`src/rtl/mask_merge.sv`:
```
module mask_merge #(
  parameter int VLEN    = 128,
  parameter int MAX_SRC = 8
) (
  input  logic                         clk,
  input  logic                         rst_n,
  input  logic                         start,
  input  logic [1:0]                   esz_log2,
  input  logic [$clog2(MAX_SRC+1)-1:0] src_cnt,
  input  logic                         src_valid,
  input  logic [VLEN-1:0]              src_data,
  output logic                         busy,
  output logic                         done,
  output logic [VLEN-1:0]              merged
);
  localparam int VLENB = VLEN / 8;
  localparam int CW    = $clog2(MAX_SRC + 1);

  logic [1:0]      esz_q;
  logic [CW-1:0]   cnt_q;
  logic [CW-1:0]   idx_q;
  logic [VLEN-1:0] acc_q;
  logic            busy_q;
  logic            done_q;

  logic [15:0]     per_reg;
  logic [15:0]     slice_lo;
  logic [VLEN-1:0] fmask;

  assign per_reg  = 16'(VLENB) >> esz_q;
  assign slice_lo = 16'(idx_q) * per_reg;
  assign fmask    = (~({VLEN{1'b1}} << per_reg)) << slice_lo;

  always_ff @(posedge clk or negedge rst_n) begin
    if (!rst_n) begin
      busy_q <= 1'b0;
      done_q <= 1'b0;
      acc_q  <= '1;
      esz_q  <= '0;
      cnt_q  <= '0;
      idx_q  <= '0;
    end else begin
      done_q <= 1'b0;
      if (!busy_q) begin
        if (start) begin
          acc_q <= '1;
          esz_q <= esz_log2;
          cnt_q <= src_cnt;
          idx_q <= '0;
          if (src_cnt == '0) done_q <= 1'b1;
          else               busy_q <= 1'b1;
        end
      end else if (src_valid) begin
        acc_q <= (acc_q & ~fmask) | (src_data & fmask);
        idx_q <= idx_q + 1'b1;
        if (idx_q == cnt_q - 1'b1) begin
          busy_q <= 1'b0;
          done_q <= 1'b1;
        end
      end
    end
  end

  assign busy   = busy_q;
  assign done   = done_q;
  assign merged = acc_q;


  start_clears_chk: assert property (@(posedge clk) disable iff (!rst_n)
    (!busy && start && src_cnt != '0) |=> (busy && merged == {VLEN{1'b1}}));


  slice_only_chk: assert property (@(posedge clk) disable iff (!rst_n)
    (busy && src_valid) |=> (((merged ^ $past(merged)) & ~$past(fmask)) == '0));


  done_idle_chk: assert property (@(posedge clk) disable iff (!rst_n)
    done |-> !busy);


  stall_hold_chk: assert property (@(posedge clk) disable iff (!rst_n)
    (busy && !src_valid) |=> ($stable(merged) && $stable(idx_q)));


  busy_start_chk: assert property (@(posedge clk) disable iff (!rst_n)
    (busy && start) |=> ($stable(esz_q) && $stable(cnt_q)));


  idle_hold_chk: assert property (@(posedge clk) disable iff (!rst_n)
    (!busy && !start) |=> $stable(merged));
endmodule

```
`config.mk`:
```
export PLATFORM = sky130hd
export DESIGN_NAME = mask_merge
export DESIGN_NICKNAME = d
export VERILOG_FILES = /design/src/rtl/mask_merge.sv
export SDC_FILE = /design/constraint.sdc
export NUM_CORES = 1
export LEC_CHECK = 0
export BUFFER_PORTS_ARGS = -buffer_cell sky130_fd_sc_hd__buf_2
export CORE_ASPECT_RATIO = 0.5
export CORE_MARGIN = 2
export CORE_UTILIZATION = 46
export DETAILED_ROUTE_END_ITERATION = 8
export PLACE_DENSITY_LB_ADDON = 0.15
export SLEW_MARGIN = 40
export SYNTH_ARGS = -nofsm -noshare
export SYNTH_HDL_FRONTEND = slang
export SYNTH_SLANG_ARGS = --single-unit
```
`constraint.sdc`:
```
create_clock -name clk -period 4.5 [get_ports clk]
set_clock_uncertainty 0.15 [all_clocks]
set_input_delay 0.675 -clock clk [delete_from_list [all_inputs] [get_ports clk]]
set_output_delay 0.675 -clock clk [all_outputs]
set_load 0.02 [all_outputs]
```
**After elaboration in Yosys (flattened, before gate mapping)**

Cells that the tools add are included.

- Output and inout bits: 130
- Word-level logic and storage cells: 40
- Register bits after elaboration: 140

- Shift-type cells: 3
- Multiplexer cells: 16
- Reductions and logical operators: 4
- Bitwise operators: 6
- Equal/unequal tests: 2
- Multiply operators: 1
- Add/subtract/negate cells: 2

Operator list:

| kind | number |
|---|---|
| 128-bit two-way mux | 3 |
| 128-bit AND | 2 |
| 128-bit NOT | 2 |
| 128-bit OR | 1 |
| 128-bit by 16-bit left shift with 128-bit output | 1 |
| 128-bit by 16-bit left shift with 128-bit output (first input constant) | 1 |
| 4-bit by 16-bit multiplier with 16-bit output | 1 |
| 5-bit by 2-bit >> shifter with 16-bit output (first input constant) | 1 |
| 4-bit two-way mux | 3 |
| 1-bit two-way mux | 10 |
| 4-bit by 1-bit adder with 4-bit output (second input constant) | 1 |
| 4-bit == test | 1 |
| 4-bit zero test | 1 |
| 2-bit AND reduction | 2 |
| 4-bit by 1-bit subtractor with 4-bit output (second input constant) | 1 |
| 2-bit inequality test (second input constant) | 1 |
| 2-bit nonzero test | 1 |
| 1-bit NOT | 1 |

**Longest topological paths before layout**

- Depth in word-level cells: 9
- Gate-level depth with buffers: 17
- Gate-level depth less buffers: 13

**Worst setup path after synthesis**

OpenSTA, ideal clock, no wires.

- Path type: reg-to-reg
- Start point: register esz_q[0]
- End point: register acc_q[122], in the netlist merged[122]
- Slack: -0.131 ns
- Cell stages (with the launch flop): 16
- Arrival time: 4.406 ns
- Clock period less this slack: 4.631 ns
- Data required time: 4.275 ns
- Path through: dfrtp_1 -> clkbuf_1 -> clkbuf_1 -> nor2b_1 -> nand2_1 -> fa_1 -> inv_1 -> fa_1 -> fa_1 -> and3_1 -> buf_6 -> or4_4 -> a211oi_4 -> nand2_2 -> nor3_1 -> mux2i_1

- Word-level cells in the longest chain between the ends: 9

RTL lines:

| element | RTL line | source |
|---|---|---|
| from (decl) | 19 | `logic [1:0] esz_q;` |
| from (signal assigned) | 47 | `esz_q <= esz_log2;` |
| 5-bit by 2-bit >> shifter with 16-bit output * | 30 | `assign per_reg = 16'(VLENB) >> esz_q;` |
| branches (longest 2 deep; another with 4-bit by 16-bit multiplier with 16-bit output) | n/a |  |
| 128-bit by 16-bit left shift with 128-bit output * | 32 | `assign fmask = (~({VLEN{1'b1}} << per_reg)) << slice_lo;` |
| 128-bit NOT | 54 | `acc_q <= (acc_q & ~fmask) \| (src_data & fmask);` |
| 128-bit AND | 54 |  |
| 128-bit OR * | 54 |  |
| 128-bit two-way mux * | 53 | `end else if (src_valid) begin` |
| 128-bit two-way mux * | 44 | `if (!busy_q) begin` |
| to (signal assigned) | 54 |  |
| to (decl) | 22 | `logic [VLEN-1:0] acc_q;` |

Every way passes the cells marked *. The select of a mux whose other input is x is not followed.
A chain may end at the register's enable or synchronous reset.

**Worst setup path in the final report**

- Start point: register esz_q[0]
- End point: register acc_q[125], in the netlist merged[125]

The elaborated chain is that of the path after synthesis.

==> impl_metrics.yaml <==
run_status:
  status: "finished, final reports clean"
sta:
  final.setup.worst_slack_ps: 178
  worstMarginPinSlew_ps: 890
  hold_viol: 0
  setup_violations: 0
  maxSlewViolCount: 0
  min_period_over_period_pct: 96.0
  max_freq_ghz: 0.231
  fin_crit_ps: 4320
  slew_headroom_pct: 38.9
setup_path:
  crit_fanout: 7
  reg2reg_depth: 13
  path_class: "reg -> reg"
  r2r_end: "merged[125]$_DFFE_PN1P_"
  max_stage_delay_ps: 540
  cp_data_arrival_time_ps: 4510
  required_ps: 4690
  r2r_start: "esz_q[0]$_DFFE_PN0P_"
  slowest_stage: "fa_1"
  worst_setup_path_start_kind: "flop"
  crit_top_cell: "fa_1"
  endpoint_kind: "flop"
  regToRegSetupSlack_ps: 180
  crit_path_cell_trace: "nor2b_2, nand2_1, fa_1, inv_1, fa_1, fa_2, and3_2, or4_4, a211oi_4, buf_4, nand4_1, nor3_1, a21oi_1"
global_routing:
  grt_usage_pct: 27.2
  grt_first_pass_wirelength_mm: 36.3
  globalRoute.totalOverflow: 0
  grt_max_degree: 113
  antenna_found_initial: 2
  first_global_vias: 6860
layout:
  syn_to_final_growth_pct: 36.2
  fillers: 1425
  drive_above_1_share_pct: 46.6
  nNetsFinal: 1293
  layoutNonFillerInstCount: 1377
  fin_util_pct: 63.4
detailed_routing:
  drt_wl_total_mm: 24.0
  drtPass1Iterations: 5
  met1Wirelength_mm: 11.2
  postRouteAntennaNets: 0
  vias: 7301
  dr_wl_met2_mm: 10.5
  wl_met3_mm: 2.14
  top_layer: "met5"
  wire_per_inst_um: 17.5
  vias_per_cell: 5.30
  post-route-drc-count: 0
  dr.first_iter.drc_count: 457
flow_run:
  cap_violations: 0
min_path:
  hold_end: "esz_q[0]$_DFFE_PN0P_"
  hold_class: "in -> reg"
  whs_path_depth: 3
  holdCritStartpoint: "esz_log2[0]"
synth:
  syn_inst: 832
  ys.flop_type: "dfstp_2"
  async_reset_ff_share_pct: 100
  synth_cell_type_count: 65
  synth.ff_latch_count: 140
  yosysMostFrequentCell: "nor2_1"
  synth_commonest_cells: "151 x nor2_1, 128 x dfstp_2, 85 x a21oi_1, 79 x nor3_1, 47 x nand2_1"
  syn_area_mm2: 0.00756
  ys_seq_area_share_pct: 48.5
  synth.avg_cell_area_um2: 9.08
  netlist.area_leader.share_pct: 44.5
  synth_nets: 988
  yosysWarnings: 0
  synthTopCellsByArea: "dfstp_2 45%, nor2_1 7.5%, a21oi_1 5.6%"
  synth_edf_count: 0
  synth_top_cell_by_area: "dfstp_2"
place:
  portBuffers: 267
  hpwl_mm: 18.1
  post-place-ws_ps: -110
  gp_congestion: 1.02
  dp.cells: 1338
power:
  p_leak_nw: 4.53
  power_density_mw_per_mm2: 797
  ir_drop_v: 0.000456
clocking:
  cts_root_buf: "clkbuf_16"
  clockBufferDepth: 2
  cts_buffers: 17
  clk-insertion-delay-late_ps: 420
  cts_sinks: 140
  cts.htree.levels: 4
  cts_tree: "built"
  clkTransAtPathRegs_ps: 60
floorplan:
  fp.dieH_um: 94.6
  pin_count: 268
  die_w_um: 185
  initial_core_util_pct: 46.6
  dieArea_mm2: 0.0175
  coreArea_mm2: 0.0162
  num_rows: 33
metrics by stage:
stage	setup TNS [ps]	cell area (um^2)	power, mW	hold slack, ps
after CTS	0	10100	8.05	180
after global routing	-14.9	10300	8.69	292
after floorplan	0	7560	4.88	229
after global placement	0	9460	6.45	333
final	0	10300	8.20	292
after detailed placement	-382	9470	6.50	346
cell type report:
class | instances | area [um^2] | share of cell area [%]
Sequential cell | 140 | 3660 | 35.6
Multi-Input combinational cell | 604 | 3670 | 35.7
Timing Repair Buffer | 334 | 1890 | 18.4
Antenna cell | 1 | 2.50 | 0.0243
Clock inverter | 12 | 160 | 1.56
Inverter | 40 | 150 | 1.46
Tap cell | 227 | 284 | 2.76
Clock buffer | 19 | 464 | 4.51
what timing repair did:
item                                   4_1_cts  5_1_grt
pin swaps                                    0        3
setup endpoints to repair                   20      112
resized for setup                            5       21
hold buffers                                 0        1
cloned                                       0        1
endpoints found under the hold margin        0        5
buffers inserted                             0        4
cell usage in the layout (no fill, tap or decap), types with 4 or more instances in the layout:
master     Yosys  final
a21oi_1       85     85
dfrtp_1       12     11
nor2_1       151    149
o32a_1         6      6
xor2_1         5      5
nor4_2         1      8
clkbuf_16      0     18
dfstp_2      128    128
and3_1         5      4
buf_2          3    267
nor3_2         1      5
inv_1         40     40
xnor2_1        4      4
mux2i_1       39     38
nor4_1        21     13
nor3_1        79     75
nand3_1       18     18
nand4_1       18     18
buf_4          1     61
nand2_1       47     47
ha_1          14     13
o21ai_0       29     29
and2_1        12     12
o211ai_1       6      6
how the worst max path moves through the flow:
stage / start / to / slack [ps]
2_1_floorplan: esz_q[1]$_DFFE_PN0P_ / merged[122]$_DFFE_PN1P_ / 30
3_3_place_gp: esz_q[1]$_DFFE_PN0P_ / merged[24]$_DFFE_PN1P_ / 60
3_5_place_dp: esz_q[1]$_DFFE_PN0P_ / merged[3]$_DFFE_PN1P_ / -110
4_1_cts: esz_q[1]$_DFFE_PN0P_ / merged[15]$_DFFE_PN1P_ / 20
5_1_grt: esz_q[1]$_DFFE_PN0P_ / merged[3]$_DFFE_PN1P_ / -7
6_report: esz_q[0]$_DFFE_PN0P_ / merged[125]$_DFFE_PN1P_ / 180
logic make-up (layout without fill, tap and decap cells):
logic type | after synthesis | in the layout | share of synthesized area (%)
AO/OA/AOI/OAI | 162 | 162 | 13.3
buffers and inverters | 88 | 405 | 4.67
flip-flops | 140 | 140 | 48.5
AND/OR/NAND/NOR | 373 | 373 | 23.5
adder cells (fa/ha/maj) | 19 | 19 | 3.51
XOR/XNOR | 9 | 9 | 1.04
other | 0 | 1 | 0
multiplexers | 41 | 41 | 5.46
registers in the layout, summed over array words and instances, names as in the netlist:
name / cells
cnt_q: 4
esz_q: 2
done: 1
merged: 128
busy: 1
idx_q: 4
critical path: cells and delay by family (launching register included):
family          cells  cell delay (ps)
simple gates        6             1500
fa+ha+maj           3             1500
flops               1              430
compound gates      2              380
buf+inv             2              280
metal layers:
layer	up-vias	global-route usage, %
li1	3558	-
met1	3448	38.7
met2	268	40.2
met3	25	8.91
met4	2	5.82
met5	-	0
power breakdown:
group          total [mW]  switching (mW)  internal [mW]
clock                1.49           0.563          0.922
combinational        4.38            2.80           1.58
sequential           2.33           0.289           2.04
Power figures use the tool's default switching activity.
